[src/rtl/rst_event_pkg.sv]
`timescale 1ns/1ps
package rst_event_pkg;

    // two clocks per four half-periods; (1032 + 12) half-periods in clocks
    localparam int TCL4_CYC      = 2;
    localparam int LONG_BASE_CYC = (1032 + 12) / 2;

    typedef enum logic [2:0] {
        K_PON, K_HW, K_WDT, K_SW, K_ASY
    } kind_t;

    typedef enum logic [2:0] {
        S_IDLE, S_DRAIN, S_SEQ, S_HOLD, S_ABORT
    } state_t;

    typedef struct packed {
        logic sw;
        logic wdt;
        logic hw_short;
        logic hw_long;
        logic pon;
    } flags_t;

    function automatic int max_int(input int a, input int b);
        return (a > b) ? a : b;
    endfunction

    function automatic flags_t flags_for(input kind_t k, input logic is_long);
        flags_t f;
        f = '0;
        unique case (k)
            K_HW:    if (is_long) f.hw_long = 1'b1; else f.hw_short = 1'b1;
            K_WDT:   f.wdt = 1'b1;
            K_SW:    f.sw  = 1'b1;
            default: f.pon = 1'b1;
        endcase
        return f;
    endfunction

    function automatic logic latches_cfg(input kind_t k);
        return (k == K_HW) || (k == K_PON) || (k == K_ASY);
    endfunction

endpackage

[src/rtl/rev_sync2.sv]
`timescale 1ns/1ps
module rev_sync2 #(
    parameter int STAGES = 2
) (
    input  logic clk,
    input  logic rst,
    input  logic d,
    output logic q
);
    logic [STAGES-1:0] ff;

    generate
        if (STAGES == 1) begin : g_one
            always_ff @(posedge clk) begin
                if (rst) ff <= '1;
                else     ff <= d;
            end
        end else begin : g_chain
            always_ff @(posedge clk) begin
                if (rst) ff <= '1;
                else     ff <= {ff[STAGES-2:0], d};
            end
        end
    endgenerate

    assign q = ff[STAGES-1];
endmodule

[src/rtl/rev_width_meter.sv]
`timescale 1ns/1ps
module rev_width_meter #(
    parameter int MIN_W  = 100,
    parameter int LONG_W = 622
) (
    input  logic clk,
    input  logic rst,
    input  logic pin_lo,
    output logic qual,
    output logic long_hit
);
    localparam int SAT = LONG_W + 1;
    localparam int CW  = $clog2(SAT + 1);

    logic [CW-1:0] run;

    always_ff @(posedge clk) begin
        if (rst)              run <= '0;
        else if (!pin_lo)     run <= '0;
        else if (run != CW'(SAT)) run <= run + 1'b1;
    end

    // this cycle is low cycle number run+1
    assign qual     = pin_lo && (run == CW'(MIN_W));
    assign long_hit = pin_lo && (run == CW'(LONG_W));
endmodule

[src/rtl/rev_seq_fsm.sv]
`timescale 1ns/1ps
module rev_seq_fsm
    import rst_event_pkg::*;
#(
    parameter int CFG_W     = 16,
    parameter int CLKSEL_W  = 3,
    parameter int DRAIN_CYC = 6,
    parameter int SEQ_CYC   = 512
) (
    input  logic             clk,
    input  logic             rst,
    input  logic             pin_lo,
    input  logic             async_now,
    input  logic             mode_lvl,
    input  logic             sw_rst,
    input  logic             wdt_ovf,
    input  logic             bidir_en,
    input  logic             qual,
    input  logic             long_hit,
    input  logic [CFG_W-1:0] cfg_in,
    output logic             int_rst,
    output logic             pin_pd_en,
    output logic             drain_req,
    output logic             cfg_stb,
    output logic [CFG_W-1:0] cfg_q,
    output flags_t           flags
);
    localparam int CNT_W = $clog2(max_int(SEQ_CYC, DRAIN_CYC));
    localparam logic [CNT_W-1:0] SEQ_LAST   = CNT_W'(SEQ_CYC - 1);
    localparam logic [CNT_W-1:0] DRAIN_LAST = CNT_W'(DRAIN_CYC - 1);

    state_t           state;
    kind_t            kind;
    logic [CNT_W-1:0] cnt;
    logic             long_q;
    logic [CFG_W-1:0] cfg_next;
    logic             full_cfg;

    assign full_cfg = (kind != K_HW) || long_q;

    generate
        if (CLKSEL_W == 0) begin : g_nokeep
            assign cfg_next = cfg_in;
        end else begin : g_keep
            assign cfg_next = full_cfg ? cfg_in
                            : {cfg_q[CFG_W-1 -: CLKSEL_W], cfg_in[CFG_W-CLKSEL_W-1:0]};
        end
    endgenerate

    always_ff @(posedge clk) begin
        if (rst) begin
            state   <= S_SEQ;
            kind    <= K_PON;
            cnt     <= '0;
            long_q  <= 1'b0;
            flags   <= flags_for(K_PON, 1'b0);
            cfg_q   <= '0;
            cfg_stb <= 1'b0;
        end else begin
            cfg_stb <= 1'b0;
            if (pin_lo && !mode_lvl && state != S_ABORT) begin
                state <= S_ABORT;
                cnt   <= '0;
            end else begin
                unique case (state)
                    S_IDLE: begin
                        if (qual && mode_lvl) begin
                            kind   <= K_HW;
                            long_q <= 1'b0;
                            state  <= S_DRAIN;
                            cnt    <= '0;
                        end else if (wdt_ovf) begin
                            kind  <= K_WDT;
                            state <= S_SEQ;
                            cnt   <= '0;
                        end else if (sw_rst) begin
                            kind  <= K_SW;
                            state <= S_SEQ;
                            cnt   <= '0;
                        end
                    end
                    S_DRAIN: begin
                        if (long_hit) long_q <= 1'b1;
                        if (cnt == DRAIN_LAST) begin
                            state <= S_SEQ;
                            cnt   <= '0;
                        end else begin
                            cnt <= cnt + 1'b1;
                        end
                    end
                    S_SEQ: begin
                        if (long_hit) long_q <= 1'b1;
                        if (cnt != SEQ_LAST) begin
                            cnt <= cnt + 1'b1;
                        end else if (kind == K_HW && pin_lo) begin
                            state <= S_HOLD;
                        end else begin
                            state <= S_IDLE;
                            flags <= flags_for(kind, long_q);
                            if (latches_cfg(kind)) begin
                                cfg_stb <= 1'b1;
                                cfg_q   <= cfg_next;
                            end
                        end
                    end
                    S_HOLD: begin
                        if (long_hit) long_q <= 1'b1;
                        if (!pin_lo) begin
                            state   <= S_IDLE;
                            flags   <= flags_for(kind, long_q);
                            cfg_stb <= 1'b1;
                            cfg_q   <= cfg_next;
                        end
                    end
                    S_ABORT: begin
                        if (!pin_lo) begin
                            kind  <= K_ASY;
                            state <= S_SEQ;
                            cnt   <= '0;
                        end
                    end
                    default: state <= S_IDLE;
                endcase
            end
        end
    end

    always_comb begin
        int_rst   = rst || async_now || (state == S_SEQ) || (state == S_HOLD)
                    || (state == S_ABORT);
        drain_req = (state == S_DRAIN);
        pin_pd_en = (state == S_SEQ) && bidir_en
                    && ((kind == K_HW) || (kind == K_ASY)
                        || (mode_lvl && ((kind == K_SW) || (kind == K_WDT))));
    end
endmodule

[src/rtl/rst_event_seq.sv]
`timescale 1ns/1ps
module rst_event_seq
    import rst_event_pkg::*;
#(
    parameter int CFG_W       = 16,
    parameter int CLKSEL_W    = 3,
    parameter int FLOOR_CYC   = 100,
    parameter int DRAIN_CYC   = 6,
    parameter int SEQ_CYC     = 512,
    parameter int SYNC_STAGES = 2
) (
    input  logic             clk,
    input  logic             rst,
    input  logic             ext_rst_n,
    input  logic             mode_lvl,
    input  logic             sw_rst,
    input  logic             wdt_ovf,
    input  logic             bidir_en,
    input  logic [CFG_W-1:0] cfg_in,
    output logic             int_rst,
    output logic             pin_pd_en,
    output logic             drain_req,
    output logic             cfg_stb,
    output logic [CFG_W-1:0] cfg_q,
    output logic [4:0]       rst_flags
);
    localparam int MIN_W  = max_int(TCL4_CYC, FLOOR_CYC);
    localparam int LONG_W = LONG_BASE_CYC + MIN_W;

    logic   pin_sync;
    logic   pin_lo;
    logic   qual;
    logic   long_hit;
    logic   async_now;
    flags_t flags;

    assign async_now = !ext_rst_n && !mode_lvl;
    assign pin_lo    = !pin_sync;
    assign rst_flags = flags;

    rev_sync2 #(.STAGES(SYNC_STAGES)) u_sync (
        .clk (clk),
        .rst (rst),
        .d   (ext_rst_n),
        .q   (pin_sync)
    );

    rev_width_meter #(.MIN_W(MIN_W), .LONG_W(LONG_W)) u_meter (
        .clk      (clk),
        .rst      (rst),
        .pin_lo   (pin_lo),
        .qual     (qual),
        .long_hit (long_hit)
    );

    rev_seq_fsm #(
        .CFG_W     (CFG_W),
        .CLKSEL_W  (CLKSEL_W),
        .DRAIN_CYC (DRAIN_CYC),
        .SEQ_CYC   (SEQ_CYC)
    ) u_fsm (
        .clk       (clk),
        .rst       (rst),
        .pin_lo    (pin_lo),
        .async_now (async_now),
        .mode_lvl  (mode_lvl),
        .sw_rst    (sw_rst),
        .wdt_ovf   (wdt_ovf),
        .bidir_en  (bidir_en),
        .qual      (qual),
        .long_hit  (long_hit),
        .cfg_in    (cfg_in),
        .int_rst   (int_rst),
        .pin_pd_en (pin_pd_en),
        .drain_req (drain_req),
        .cfg_stb   (cfg_stb),
        .cfg_q     (cfg_q),
        .flags     (flags)
    );
endmodule

[config.mk]
export PLATFORM = sky130hd
export DESIGN_NAME = rst_event_seq
export DESIGN_NICKNAME = d
export VERILOG_FILES = /design/src/rtl/rst_event_pkg.sv /design/src/rtl/rev_sync2.sv /design/src/rtl/rev_width_meter.sv /design/src/rtl/rev_seq_fsm.sv /design/src/rtl/rst_event_seq.sv
export SDC_FILE = /design/constraint.sdc
export NUM_CORES = 1
export LEC_CHECK = 0
export BUFFER_PORTS_ARGS = -buffer_cell sky130_fd_sc_hd__buf_2
export CAP_MARGIN = 20
export CORE_UTILIZATION = 55
export DETAILED_ROUTE_END_ITERATION = 10
export MAX_ROUTING_LAYER = met4
export PLACE_DENSITY_LB_ADDON = 0.05
export SLEW_MARGIN = 10
export SYNTH_ARGS = -nofsm -noshare
export SYNTH_HDL_FRONTEND = slang
export SYNTH_SLANG_ARGS = --single-unit
[constraint.sdc]
create_clock -name clk -period 3.2 [get_ports clk]
set_clock_uncertainty 0.1 [all_clocks]
set_input_delay 0.64 -clock clk [delete_from_list [all_inputs] [get_ports clk]]
set_output_delay 0.64 -clock clk [all_outputs]
set_load 0.005 [all_outputs]
# Word-level counts from Yosys, hierarchy flattened
# Index checks and enable logic that the tools add are counted.
# W data, S select, Z words.
[totals]
word_cells = 133
output_inout_bits = 25
register_bits = 50
[classes]
bitwise_logic = 1
n_mux = 46
n_reduce_logical = 40
eq_ne = 30
n_addsub = 2
[ops]
columns = ["op", "count"]
rows = [
  ["$mux W16", 5],
  ["$mux W9", 6],
  ["$mux W3", 12],
  ["$pmux W9 S4", 1],
  ["$pmux W16 S2", 1],
  ["$mux W5", 3],
  ["$pmux W3 S5", 1],
  ["$reduce_and A5 Y1", 3],
  ["$eq A3 B2 Y1 const B", 4],
  ["$reduce_and A4 Y1", 3],
  ["$mux W1", 11],
  ["$add A10 B1 Y10 const B", 1],
  ["$eq A10 B10 Y1 const B", 1],
  ["$eq A10 B7 Y1 const B", 1],
  ["$logic_and A1 B1 Y1", 10],
  ["$logic_or A1 B1 Y1", 10],
  ["$ne A10 B10 Y1 const B", 1],
  ["$ne A2 B1 Y1 const B", 5],
  ["$pmux W5 S2", 1],
  ["$add A9 B1 Y9 const B", 1],
  ["$eq A9 B3 Y1 const B", 1],
  ["$ne A3 B2 Y1 const B", 3],
  ["$ne A9 B9 Y1 const B", 1],
  ["$ne A2 B2 Y1 const B", 4],
  ["17 further kinds", 29],
]

# Longest topological paths before layout
[depth]
depth_word = 7
depth_mapped = 11
ltp_nobuf = 10

# By module
# Synthesis repeated with hierarchy kept, for this count alone.
[unflattened]
cells_unflattened = 318
area_unflattened_um2 = 2771.4
[by_module_without_submodules]
columns = ["module", "area_per_inst_um2", "n_inst", "seq_area_each_um2", "cells_per_inst"]
rows = [
  ["rev_seq_fsm", 2123.3, 1, 760.7, 243],
  ["rev_width_meter", 588.1, 1, 200.2, 69],
  ["rev_sync2", 52.6, 1, 40.0, 4],
  ["rst_event_seq", 7.5, 1, 0.0, 2],
]

# Worst setup path after synthesis
# Ideal clock, no wire load.
[synth_path]
path_type = "register to register"
from = "register u_fsm.cnt[0]"
to = "register u_fsm.cfg_q[10]"
setup_time_ns = 0.128
path_stages_with_launch = 12
period_less_slack_ns = 2.511
required_time_ns = 2.972
setup_slack_ns = 0.689
arrival_time_ns = 2.284
path_cell_list = "dfxtp_1 -> ha_1 -> and3_1 -> and3_1 -> and3_1 -> ha_1 -> nand2b_1 -> a21oi_1 -> o21ai_1 -> buf_2 -> mux2i_1 -> nor2_1"
[synth_via]
elab_chain_cells = 3
[synth_lines]
columns = ["element", "line", "source"]
rows = [
  ["start, declared", "rev_seq_fsm.sv:34", "logic [CNT_W-1:0] cnt;"],
  ["start signal, assigned", "rev_seq_fsm.sv:88", "cnt <= cnt + 1'b1;"],
  ["start signal, assigned", "rev_seq_fsm.sv:94", "cnt <= cnt + 1'b1;"],
  ["$ne A9 B9 Y1", "rev_seq_fsm.sv:93", "if (cnt != SEQ_LAST) begin"],
  ["$ne A2 B2 Y1 (no line)", "n/a", ""],
  ["$reduce_and A6 Y1 (no line)", "n/a", ""],
  ["end signal, assigned", "rev_seq_fsm.sv:102", "cfg_q <= cfg_next;"],
  ["end signal, assigned", "rev_seq_fsm.sv:112", "cfg_q <= cfg_next;"],
  ["end, declared", "rev_seq_fsm.sv:25", "output logic [CFG_W-1:0] cfg_q,"],
]
# No other way between the ends.
# A chain may end at the register's enable or synchronous reset.

# Worst setup path in the final report
[layout_path]
from = "register u_fsm.cnt[0]"
to = "register u_fsm.cnt[2]"
[layout_via]
elab_chain_cells = 3
elab_cells_between_ends = 8
classes_between = "add/sub: 1; eq/ne: 3; mux: 3; reduce/logical: 1"
[layout_lines]
columns = ["element", "line"]
rows = [
  ["$add A9 B1 Y9, or another cell as far along", "rev_seq_fsm.sv:88, rev_seq_fsm.sv:94"],
  ["$mux W9, or another cell as far along", "rev_seq_fsm.sv:93"],
  ["$pmux W9 S4 or $reduce_and A4 Y1 (tied branches)", "n/a"],
]
# Parallel ways exist; a longest one is shown, timed or not. The select of a mux whose other input is x is not followed.

==> results.cfg <==
[run_status]
status = finished, final reports clean

[placement]
detailed_place_hpwl_um = 3530
gp_congestion = 0.823
placedCellCount = 360
place_ws_ns = 0.474
port-buffer-count = 47

[yosys]
ys_seq_elements = 50
synthTopCellsByArea = sky130_fd_sc_hd__dfxtp_1 (41%), sky130_fd_sc_hd__mux2i_1 (9.4%), sky130_fd_sc_hd__nor2_1 (5.8%)
postSynthNetCount = 304
synthArstFlopShare = 0
yosys.area.top_type_share = 0.407
synth-warning-count = 0
synth_area_per_cell_um2 = 8.94
yosysUniqueCellTypes = 48
instance_count_of_the_mapped_netlist = 275
synth_edf_count = 0
yosys.area.top_type = sky130_fd_sc_hd__dfxtp_1
synth-seq-area-share = 0.407
ys.flop_type = sky130_fd_sc_hd__dfxtp_1
mapped_area_um2 = 2460

[power_and_ir_drop]
leakagePower_nw = 1.24
vdd_ir_drop_max_mv = 0.301
power_density_over_the_cells_nw_per_um2 = 476

[die]
core_area_um2 = 4140
start_util = 0.593
floorplan.die.width_um = 68.8
die_area_um2 = 4740
rows = 23
io_pins = 48
die-height_um = 68.8

[sta]
totalNegativeSetupSlack_ns = 0
max_clock_freq_mhz = 361
worstMarginPinSlew_ns = 0.778
post-route-period-util = 0.866
grt_setup_unrepaired = no
drv_slew = 0
final_period_minus_worst_setup_slack_ns = 2.77
maxSlewHeadroom = 0.481
setup_viol_count_final = 0
timing.final.hold_violations = 0
fin_ws_ns = 0.429

[setup_path]
timing.critical_path.slowest_stage_cell = sky130_fd_sc_hd__a211oi_4
ff2ff_setup_slack_ns = 0.43
path_common_cell = sky130_fd_sc_hd__and3_1
worst_setup_path_startpoint = u_fsm.cnt[0]
arrival_ns = 2.88
worst_setup_path_end_kind = flop
cp-start-kind = flop
worst-r2r-cell-count = 10
cp_max_fo = 13
critical_path.reg2reg.startpoint = u_fsm.cnt[0]
timing_worst_setup_path_type = flop to flop
worstSetupEndpoint = u_fsm.cnt[2]
critical_path_required_ns = 3.31
cp_slowest_stage_delay_ns = 0.40
timing.rr.end = u_fsm.cnt[2]
path_cells = ha_1, and3_1, and3_1, and3_1, ha_1, o21ai_0, a21oi_1, a211oi_4, o21ai_1, a32o_1

[global_routing]
antenna_found_initial = 0
grt_max_degree = 34
grtUsageTotal = 0.236
grt_overflow = 0
grt_first_pass_wirelength_um = 8040
vias_in_the_first_global_route = 1783

[clock_network]
ctsRootBufferMaster = sky130_fd_sc_hd__clkbuf_8
cts_tree = done
postCtsSetupBuffers = 0
clock_tree.buffer_depth = 2
clock-sinks = 50
cts_resized = 0
htree_levels = 2
cts-buffers-inserted = 5
hold_buf_cts = 0
worst_skew_pair.late_latency_ns = 0.30
register_clock_pin_slew_on_the_reported_worst_setup_and_hold_paths_ns = 0.10

[routing]
wirelength_um = 5140
routed_wire_length_per_instance_um = 14.0
ant_nets = 0
vias_per_cell = 5.67
route.vias.total = 2087
total_iterations_of_the_first_detailed_routing_run = 4
dr.first_iter.drc_count = 184
drc = 0

[hold_path]
hp-start = u_sync.ff[0]
min_delay_path_depth = 1
hold_class = flop to flop

[run]
max_cap_violations = 0

[final_layout]
diode_insertion_count_for_antenna_repair = 0
syn2layout_area_growth_pct = 14.5
multi_input_area_um2 = 1370
commonest_non_fill_non_tap_cell_in_the_layout = sky130_fd_sc_hd__dfxtp_1
fillers = 350
ff_latch_area_um2 = 1000
mostFrequentLayoutCells = sky130_fd_sc_hd__dfxtp_1 (50), sky130_fd_sc_hd__buf_2 (47), sky130_fd_sc_hd__nor2_1 (38), sky130_fd_sc_hd__mux2i_1 (23), sky130_fd_sc_hd__a21oi_1 (16)
final_nets = 346
number_of_non_filler_instances_in_the_completed_layout = 368
post_route_cells_drive_above_1_share = 0.214
Yosys cell counts, types with 2 or more instances:
master,instances
sky130_fd_sc_hd__buf_2,2
sky130_fd_sc_hd__nor4b_1,3
sky130_fd_sc_hd__o22ai_1,2
sky130_fd_sc_hd__xor2_1,4
sky130_fd_sc_hd__nand3_1,8
sky130_fd_sc_hd__ha_1,6
sky130_fd_sc_hd__nor3_1,5
sky130_fd_sc_hd__nor3b_1,7
sky130_fd_sc_hd__clkbuf_1,9
sky130_fd_sc_hd__nand2_1,11
sky130_fd_sc_hd__o21ai_0,9
sky130_fd_sc_hd__or3b_1,2
sky130_fd_sc_hd__or3_1,2
sky130_fd_sc_hd__nor2_1,38
sky130_fd_sc_hd__a31oi_1,2
sky130_fd_sc_hd__o211ai_1,2
sky130_fd_sc_hd__or2_2,4
sky130_fd_sc_hd__nand3b_1,3
sky130_fd_sc_hd__a211oi_2,2
sky130_fd_sc_hd__nand2b_1,13
sky130_fd_sc_hd__nand4_1,2
sky130_fd_sc_hd__a32o_1,5
sky130_fd_sc_hd__a21o_1,3
sky130_fd_sc_hd__o21ai_1,6
sky130_fd_sc_hd__inv_1,7
sky130_fd_sc_hd__xnor2_1,2
sky130_fd_sc_hd__mux2i_1,23
sky130_fd_sc_hd__and3_1,8
sky130_fd_sc_hd__nand4bb_1,2
sky130_fd_sc_hd__dfxtp_1,50
sky130_fd_sc_hd__a21oi_1,16
flip-flops by register name, summed over array words and instances (netlist names):
| signal | flops |
|---|---|
| u_fsm.cfg_q | 16 |
| u_meter.run | 10 |
| u_fsm.cnt | 9 |
| u_fsm.flags | 5 |
| u_fsm.kind | 3 |
| u_fsm.state | 3 |
| u_sync.ff | 2 |
| u_fsm.cfg_stb | 1 |
| u_fsm.long_q | 1 |
logic make-up after synthesis:
kind of cell               Yosys count  synth area share
buffers and inverters               20            0.0362
AOI/OAI and AO/OA                   54             0.150
adders and majority gates            6            0.0305
xor gates and xnor gates             6            0.0214
DFF                                 50             0.407
and+or+nand+nor                    115             0.256
muxes                               24            0.0983
where the power goes:
part           total [mW]  switching (mW)  internal [mW]
logic               0.215           0.119         0.0958
clock network       0.448           0.215          0.233
registers           0.676          0.0340          0.642
total                1.34           0.369          0.970
per-layer routing:
| metal | GRT usage | routed length (um) | vias up |
|---|---|---|---|
| met5 | - | 0 | - |
| met4 | 0.0689 | 48 | 0 |
| met3 | 0.0658 | 277 | 4 |
| met2 | 0.371 | 2350 | 66 |
| met1 | 0.293 | 2460 | 950 |
| li1 | - | - | 1067 |
final cells by class:
class,count,share of cell area
tap,50,0.0222
multi-input combinational,205,0.486
clock inverter,3,0.0160
timing repair buffer,48,0.0863
clock buffer,5,0.0245
sequential,50,0.356
inverter,7,0.00934
per-stage QoR:
step	instance area [um^2]	hold slack [ns]	total power [mW]	utilization
after floorplan	2460	0.289	0.844	-
after global placement	2700	0.292	0.895	0.652
after detailed placement	2700	0.298	0.899	0.652
after CTS	2810	0.321	1.34	0.679
after global routing	2810	0.334	1.40	0.679
final	2810	0.320	1.34	0.679
critical path, delay by kind of cell, from the launching register on:
family                     cells  cell delay (ns)
and+or+nand+nor                3             0.62
adders and majority gates      2             0.48
DFF                            1             0.37
AOI/OAI and AO/OA              5             1.12
how the worst min path moves through the flow:
| stage | to | slack [ns] |
|---|---|---|
| final | u_sync.ff[1] | 0.32 |
| after global routing | u_sync.ff[1] | 0.33 |
| after CTS | u_sync.ff[1] | 0.32 |
| after detailed placement | u_sync.ff[1] | 0.30 |
| after global placement | u_sync.ff[1] | 0.29 |
| after floorplan | u_sync.ff[1] | 0.29 |
No activity file was read; power rests on OpenSTA's default activity.
